**config.mk**
```make
export PLATFORM = sky130hd
export DESIGN_NAME = pwr_access_ctrl
export DESIGN_NICKNAME = d
export VERILOG_FILES = /design/src/rtl/pwr_access_pkg.sv /design/src/rtl/pac_rst_sync.sv /design/src/rtl/pac_flag_sync.sv /design/src/rtl/pac_supply_sel.sv /design/src/rtl/pac_recovery_fsm.sv /design/src/rtl/pwr_access_ctrl.sv
export SDC_FILE = /design/constraint.sdc
export NUM_CORES = 1
export LEC_CHECK = 0
export BUFFER_PORTS_ARGS = -buffer_cell sky130_fd_sc_hd__buf_2
export CAP_MARGIN = 20
export CORE_AREA = 2 2 39 41
export DETAILED_ROUTE_END_ITERATION = 7
export DIE_AREA = 0 0 41 43
export GPL_ROUTABILITY_DRIVEN = 0
export GPL_TIMING_DRIVEN = 0
export PLACE_DENSITY = 0.66
export SYNTH_ARGS = -nofsm -noshare
export SYNTH_HDL_FRONTEND = slang
export SYNTH_SLANG_ARGS = --single-unit
export TNS_END_PERCENT = 10
```
**constraint.sdc**
```tcl
create_clock -name clk -period 0.8 [get_ports clk]
set_clock_uncertainty 0.1 [all_clocks]
set_input_delay 0.08 -clock clk [delete_from_list [all_inputs] [get_ports clk]]
set_output_delay 0.08 -clock clk [all_outputs]
set_load 0.1 [all_outputs]
```
**src/rtl/pwr_access_pkg.sv**
```systemverilog
package pwr_access_pkg;

  typedef enum logic [1:0] {
    ACC_BLOCKED = 2'd0,
    ACC_RECOVER = 2'd1,
    ACC_OPEN    = 2'd2
  } acc_state_e;

  // positions inside the synchronized flag vector
  localparam int unsigned FLG_VCC_OK  = 0;
  localparam int unsigned FLG_GT_BAT  = 1;
  localparam int unsigned FLG_PF_LOW  = 2;
  localparam int unsigned FLG_OSC_RUN = 3;
  localparam int unsigned FLG_COUNT   = 4;

endpackage

```
**src/rtl/pac_rst_sync.sv**
```systemverilog
module pac_rst_sync #(
  parameter int unsigned STAGES = 2
) (
  input  logic clk,
  input  logic rst_n,
  output logic rst_sync_n
);

  logic [STAGES-1:0] chain_q;
  logic [STAGES-1:0] chain_d;

  always_comb begin
    chain_d = {chain_q[STAGES-2:0], 1'b1};
  end

  always_ff @(posedge clk or negedge rst_n) begin
    if (!rst_n) begin
      chain_q <= '0;
    end else begin
      chain_q <= chain_d;
    end
  end

  assign rst_sync_n = chain_q[STAGES-1];

endmodule

```
**src/rtl/pac_flag_sync.sv**
```systemverilog
module pac_flag_sync #(
  parameter int unsigned WIDTH  = 4,
  parameter int unsigned STAGES = 2
) (
  input  logic             clk,
  input  logic             rst_n,
  input  logic [WIDTH-1:0] async_i,
  output logic [WIDTH-1:0] sync_o
);

  logic [WIDTH-1:0] stage_q [STAGES];

  generate
    for (genvar s = 0; s < STAGES; s++) begin : g_stage
      logic [WIDTH-1:0] stage_d;
      if (s == 0) begin : g_first
        always_comb stage_d = async_i;
      end else begin : g_next
        always_comb stage_d = stage_q[s-1];
      end
      always_ff @(posedge clk or negedge rst_n) begin
        if (!rst_n) begin
          stage_q[s] <= '0;
        end else begin
          stage_q[s] <= stage_d;
        end
      end
    end
  endgenerate

  assign sync_o = stage_q[STAGES-1];

endmodule

```
**src/rtl/pac_supply_sel.sv**
```systemverilog
module pac_supply_sel (
  input  logic clk,
  input  logic rst_n,
  input  logic vcc_ok,
  input  logic vcc_gt_bat,
  input  logic pf_below_bat,
  output logic sel_battery
);

  logic sel_d;
  logic sel_q;

  // Switchover point depends on which reference is lower.
  always_comb begin
    if (pf_below_bat) begin
      sel_d = ~vcc_ok;
    end else begin
      sel_d = ~vcc_gt_bat;
    end
  end

  always_ff @(posedge clk or negedge rst_n) begin
    if (!rst_n) begin
      sel_q <= 1'b1;
    end else begin
      sel_q <= sel_d;
    end
  end

  assign sel_battery = sel_q;

endmodule

```
**src/rtl/pac_recovery_fsm.sv**
```systemverilog
module pac_recovery_fsm
  import pwr_access_pkg::*;
#(
  parameter int unsigned REC_TICKS = 2
) (
  input  logic clk,
  input  logic rst_n,
  input  logic vcc_ok,
  input  logic osc_run,
  input  logic tick,
  output logic access_en
);

  localparam int unsigned CNT_W = (REC_TICKS > 1) ? $clog2(REC_TICKS) : 1;
  localparam logic [CNT_W-1:0] CNT_LAST = CNT_W'(REC_TICKS - 1);

  acc_state_e       state_q, state_d;
  logic [CNT_W-1:0] cnt_q, cnt_d;
  logic             cnt_en;

  always_comb begin
    state_d = state_q;
    cnt_d   = cnt_q;
    if (!vcc_ok) begin
      state_d = ACC_BLOCKED;
      cnt_d   = '0;
    end else if (state_q != ACC_OPEN) begin
      if (!osc_run) begin
        state_d = ACC_OPEN;
        cnt_d   = '0;
      end else begin
        state_d = ACC_RECOVER;
        if (tick) begin
          if (cnt_q == CNT_LAST) begin
            state_d = ACC_OPEN;
            cnt_d   = '0;
          end else begin
            cnt_d = cnt_q + 1'b1;
          end
        end
      end
    end
  end

  assign cnt_en = (cnt_d != cnt_q);

  always_ff @(posedge clk or negedge rst_n) begin
    if (!rst_n) begin
      state_q <= ACC_BLOCKED;
    end else begin
      state_q <= state_d;
    end
  end

  always_ff @(posedge clk or negedge rst_n) begin
    if (!rst_n) begin
      cnt_q <= '0;
    end else if (cnt_en) begin
      cnt_q <= cnt_d;
    end
  end

  assign access_en = (state_q == ACC_OPEN);


  no_access_when_low_chk: assert property (@(posedge clk) disable iff (!rst_n)
    !vcc_ok |=> state_q != ACC_OPEN);


  halted_osc_grant_chk: assert property (@(posedge clk) disable iff (!rst_n)
    (vcc_ok && !osc_run) |=> state_q == ACC_OPEN);


  no_early_grant_chk: assert property (@(posedge clk) disable iff (!rst_n)
    (state_q != ACC_OPEN && osc_run && !tick) |=> state_q != ACC_OPEN);


  cnt_bound_chk: assert property (@(posedge clk) disable iff (!rst_n)
    cnt_q <= CNT_LAST);


  cnt_restart_chk: assert property (@(posedge clk) disable iff (!rst_n)
    !vcc_ok |=> cnt_q == '0);

endmodule

```
**src/rtl/pwr_access_ctrl.sv**
```systemverilog
module pwr_access_ctrl
  import pwr_access_pkg::*;
#(
  parameter int unsigned REC_TICKS   = 2,
  parameter int unsigned SYNC_STAGES = 2
) (
  input  logic clk,
  input  logic rst_n,
  input  logic vcc_ok_i,
  input  logic vcc_gt_bat_i,
  input  logic pf_below_bat_i,
  input  logic osc_run_i,
  input  logic ms_tick_i,
  output logic sel_battery_o,
  output logic access_en_o,
  output logic access_blocked_o
);

  logic                 rst_core_n;
  logic [FLG_COUNT-1:0] flags_raw;
  logic [FLG_COUNT-1:0] flags_s;
  logic                 acc_en;

  pac_rst_sync #(
    .STAGES(2)
  ) u_rst_sync (
    .clk       (clk),
    .rst_n     (rst_n),
    .rst_sync_n(rst_core_n)
  );

  always_comb begin
    flags_raw              = '0;
    flags_raw[FLG_VCC_OK]  = vcc_ok_i;
    flags_raw[FLG_GT_BAT]  = vcc_gt_bat_i;
    flags_raw[FLG_PF_LOW]  = pf_below_bat_i;
    flags_raw[FLG_OSC_RUN] = osc_run_i;
  end

  pac_flag_sync #(
    .WIDTH (FLG_COUNT),
    .STAGES(SYNC_STAGES)
  ) u_flag_sync (
    .clk    (clk),
    .rst_n  (rst_core_n),
    .async_i(flags_raw),
    .sync_o (flags_s)
  );

  pac_supply_sel u_supply_sel (
    .clk         (clk),
    .rst_n       (rst_core_n),
    .vcc_ok      (flags_s[FLG_VCC_OK]),
    .vcc_gt_bat  (flags_s[FLG_GT_BAT]),
    .pf_below_bat(flags_s[FLG_PF_LOW]),
    .sel_battery (sel_battery_o)
  );

  pac_recovery_fsm #(
    .REC_TICKS(REC_TICKS)
  ) u_recovery (
    .clk      (clk),
    .rst_n    (rst_core_n),
    .vcc_ok   (flags_s[FLG_VCC_OK]),
    .osc_run  (flags_s[FLG_OSC_RUN]),
    .tick     (ms_tick_i),
    .access_en(acc_en)
  );

  assign access_en_o      = acc_en;
  assign access_blocked_o = ~acc_en;

endmodule

```
Word-level counts from Yosys, hierarchy flattened
Cells that the tools add are included.
{"block": "classes", "n_eq_ne": 4, "n_mul": 0, "mux": 11, "bitwise": 3, "magnitude_cmp": 0, "n_reduce_logical": 0, "addsub": 1, "n_shift": 0, "n_div": 0}
{"operator": "$mux W2", "count": 5}
{"operator": "$mux W1", "count": 6}
{"operator": "$not A1 Y1", "count": 3}
{"operator": "$eq A2 B2 Y1 const B", "count": 1}
{"operator": "$ne A2 B1 Y1 const B", "count": 1}
{"operator": "$ne A2 B2 Y1 const B", "count": 1}
{"operator": "$add A1 B1 Y1 const B", "count": 1}
{"operator": "$ne A1 B1 Y1", "count": 1}
{"block": "totals", "output_inout_bits": 3, "ramBits": 0, "mem_count": 0, "word_cells": 25, "rom_bits": 0, "latch_bits": 0, "regBits": 14}

Longest topological paths before layout
{"block": "depth", "ltp_word": 7, "ltp_mapped": 4}

Hierarchy
A second synthesis with hierarchy kept.
{"block": "unflattened", "hier_cells": 27, "hier_area_um2": 460.4}
{"mod": "pac_flag_sync", "area_per_inst_um2": 200.2, "cells_each": 8, "n_inst": 1}
{"mod": "pac_recovery_fsm", "area_per_inst_um2": 166.4, "cells_each": 13, "n_inst": 1}
{"mod": "pac_rst_sync", "area_per_inst_um2": 53.8, "cells_each": 3, "n_inst": 1}
{"mod": "pac_supply_sel", "area_per_inst_um2": 36.3, "cells_each": 2, "n_inst": 1}
{"mod": "pwr_access_ctrl", "area_per_inst_um2": 3.8, "cells_each": 1, "n_inst": 1}

==> metrics.yaml <==
sta:
  fmax_mhz: 816.1
  whs_ns: 0.01822
  finalCriticalPeriod_ns: 1.225
  hold_violations: 0
  finalCritPeriodShare: 1.532
  rsz0062_at_grt: "yes"
  slew_violations: 0
  fin_ws_ns: -0.4253
  finalSetupViolations: 6
setup_path:
  cp_cell_sequence: "nand2b_4, inv_12, buf_12"
  cp_max_fo: 3
  rr_worst_depth: 3
  path_delay_family: "flip-flops"
  path_depth: 3
  required_ns: 0.62
  arrival_ns: 1.05
  path_class: "reg2out"
  path_buf_inv: 2
  end_kind: "primary output"
  slowest_delay_ns: 0.37
  cpMaxStageDelayCell: "dfrtp_1"
  start_kind: "flip-flop"
synthesis:
  yosys.cell_count.top_type: "dfrtp_1"
  ys_async_sr_fraction: 1.000
  yosys_warnings: 0
  avgSynthCellArea_um2: 17.37
  synthTopCellsByCount: "13 x dfrtp_1, 2 x ha_1, 2 x nand2_1"
  ys_ff_latch: 14
  synth_fp_nets: 35
  synth-edff-count: 0
  ys_seq_area_frac: 0.7784
  synthTopCellsByArea: "dfrtp_1 72%, dfstp_2 5.8%, ha_1 5.5%"
  ys.flop_type: "dfrtp_1"
  yosysTopAreaCellShare: 0.7202
  syn-cell-area_um2: 451.7
  synth_top_area_cell: "dfrtp_1"
  postSynthCellCount: 26
  synth.distinct_cells: 12
finish:
  nets: 56
  final_area_um2: 676.9
  area_growth_pct: 49.86
  drive_above_1_share: 0.4783
  finalNonFillerCells: 62
  antenna_cells: 0
  final_util: 0.4892
worst_hold_path:
  hold_class: "in2async"
clocking:
  htree_levels: 1
  cts_root_buf: "clkbuf_4"
  cts.clk_slew.worst_paths_ns: 0.08
  clkLatencyLatePin_ns: 0.27
  cts_buffer_depth: 2
  cts_made_buffers: 3
  cts_tree: "built"
  clock-sinks: 14
grt:
  grtUsageTotal: 0.09856
  grt_pass1_wl_um: 1083
  grt_pass1_vias: 282
  grt_max_degree: 13
  grt_antenna_before_repair: 0
  gr-total-overflow: 0
detailed_routing:
  vias: 249
  drt_iter0_drc: 1
  drc: 0
  viasPerCell: 4.016
  wirelength_um: 632
  drt-wirelength-per-cell_um: 10.19
  ant_nets: 0
  first_pass_iters: 2
floorplan:
  dieHeight_um: 43
  die_w_um: 41
  die-area_um2: 1763
  core_region_area_um2: 1384
  initial_utilization: 0.3264
  ios: 10
  rows: 14
power_and_ir_drop:
  irDropWorstVdd_mv: 0.9605
  power_mw: 1.514
  power_density_nw_per_um2: 2237
  power.leakage_nw: 0.3303
placed_design:
  port_buffers: 9
  dp_cells: 51
  placed_cell_area_um2: 539.3
  dp_hpwl_um: 444
run_status:
  outcome: "finished, violations left"
  violations: "setup timing"
flow_run:
  maxCapViolCount: 0
-- path summary, 6_finish.rpt --
| check | endpoint | from | slack, ns |
|---|---|---|---|
| hold reg to reg | u_flag_sync.sync_o[0] | u_rst_sync.chain_q[1] | 0.09 |
| max in group asynchronous | u_supply_sel.sel_battery | u_rst_sync.chain_q[1] | 0.16 |
| min in group clk | u_recovery.state_q[0] | ms_tick_i | 0.05 |
| hold / removal | u_rst_sync.chain_q[1] | rst_n | 0.02 |
| setup / recovery | access_en_o | u_recovery.state_q[0] | -0.43 |
| setup reg to reg | u_recovery.cnt_q | u_recovery.cnt_q | -0.32 |
-- layout make-up --
type,count,area [um2]
timing repair buffer,16,146.4
inverter,1,16.27
tap,16,20.02
clock buffer,4,36.28
sequential,14,351.6
fill,123,706.9
multi-input combinational,11,106.4
-- registers in the layout, summed over array words and instances (netlist names) --
signal                       cells
u_recovery.cnt_q                 1
u_supply_sel.sel_battery         1
u_flag_sync.g_stage.stage_d      4
u_recovery.state_q               2
u_flag_sync.sync_o               4
u_rst_sync.chain_q               2
-- metrics by stage --
step | worst slack [ns] | setup TNS [ns]
after floorplan | -0.4117 | -1.669
after global placement | -0.3781 | -1.580
after detailed placement | -0.3975 | -1.745
after CTS | -0.4433 | -2.182
after global routing | -0.4898 | -2.395
final | -0.4253 | -2.092
-- repair_timing --
| action | in CTS | in global routing |
|---|---|---|
| setup buffers | 2 | 0 |
| gates cloned | 0 | 0 |
| resized for setup | 10 | 0 |
| hold endpoints to repair | 6 | 0 |
| setup endpoints to repair | 6 | 6 |
| hold buffers | 5 | 0 |
| pin swaps | 0 | 0 |
-- power breakdown --
part | internal, mW | switching, mW | total, mW | leakage [nW]
clock | 0.276 | 0.213 | 0.489 | 0.0210
sequential | 0.749 | 0.0307 | 0.780 | 0.166
combinational | 0.104 | 0.142 | 0.245 | 0.143
total | 1.13 | 0.385 | 1.51 | 0.330
-- layer usage --
layer	wire length, um	global-route usage
met1	267	0.1003
met2	337	0.1438
met3	27	0.03141
met4	0	0.1000
met5	0	0
-- cell usage in the layout, fill, tap and decap left out, types with 2 or more instances in the layout --
master / n
buf_12: 2
ha_1: 2
dfrtp_1: 13
dlygate4sd3_1: 5
buf_4: 2
buf_2: 6
clkbuf_4: 3
-- kinds of logic (layout without fill, tap and decap cells) --
group,Yosys count,in the layout,synth area share
buffers and inverters,1,21,0.008302
adders and majority gates,2,2,0.05539
AOI/OAI and AO/OA,2,2,0.04156
muxes,1,1,0.02216
and+or+nand+nor,5,5,0.08586
DFF,14,14,0.7784
other,1,1,0.008302
Power figures use the tool's default switching activity.
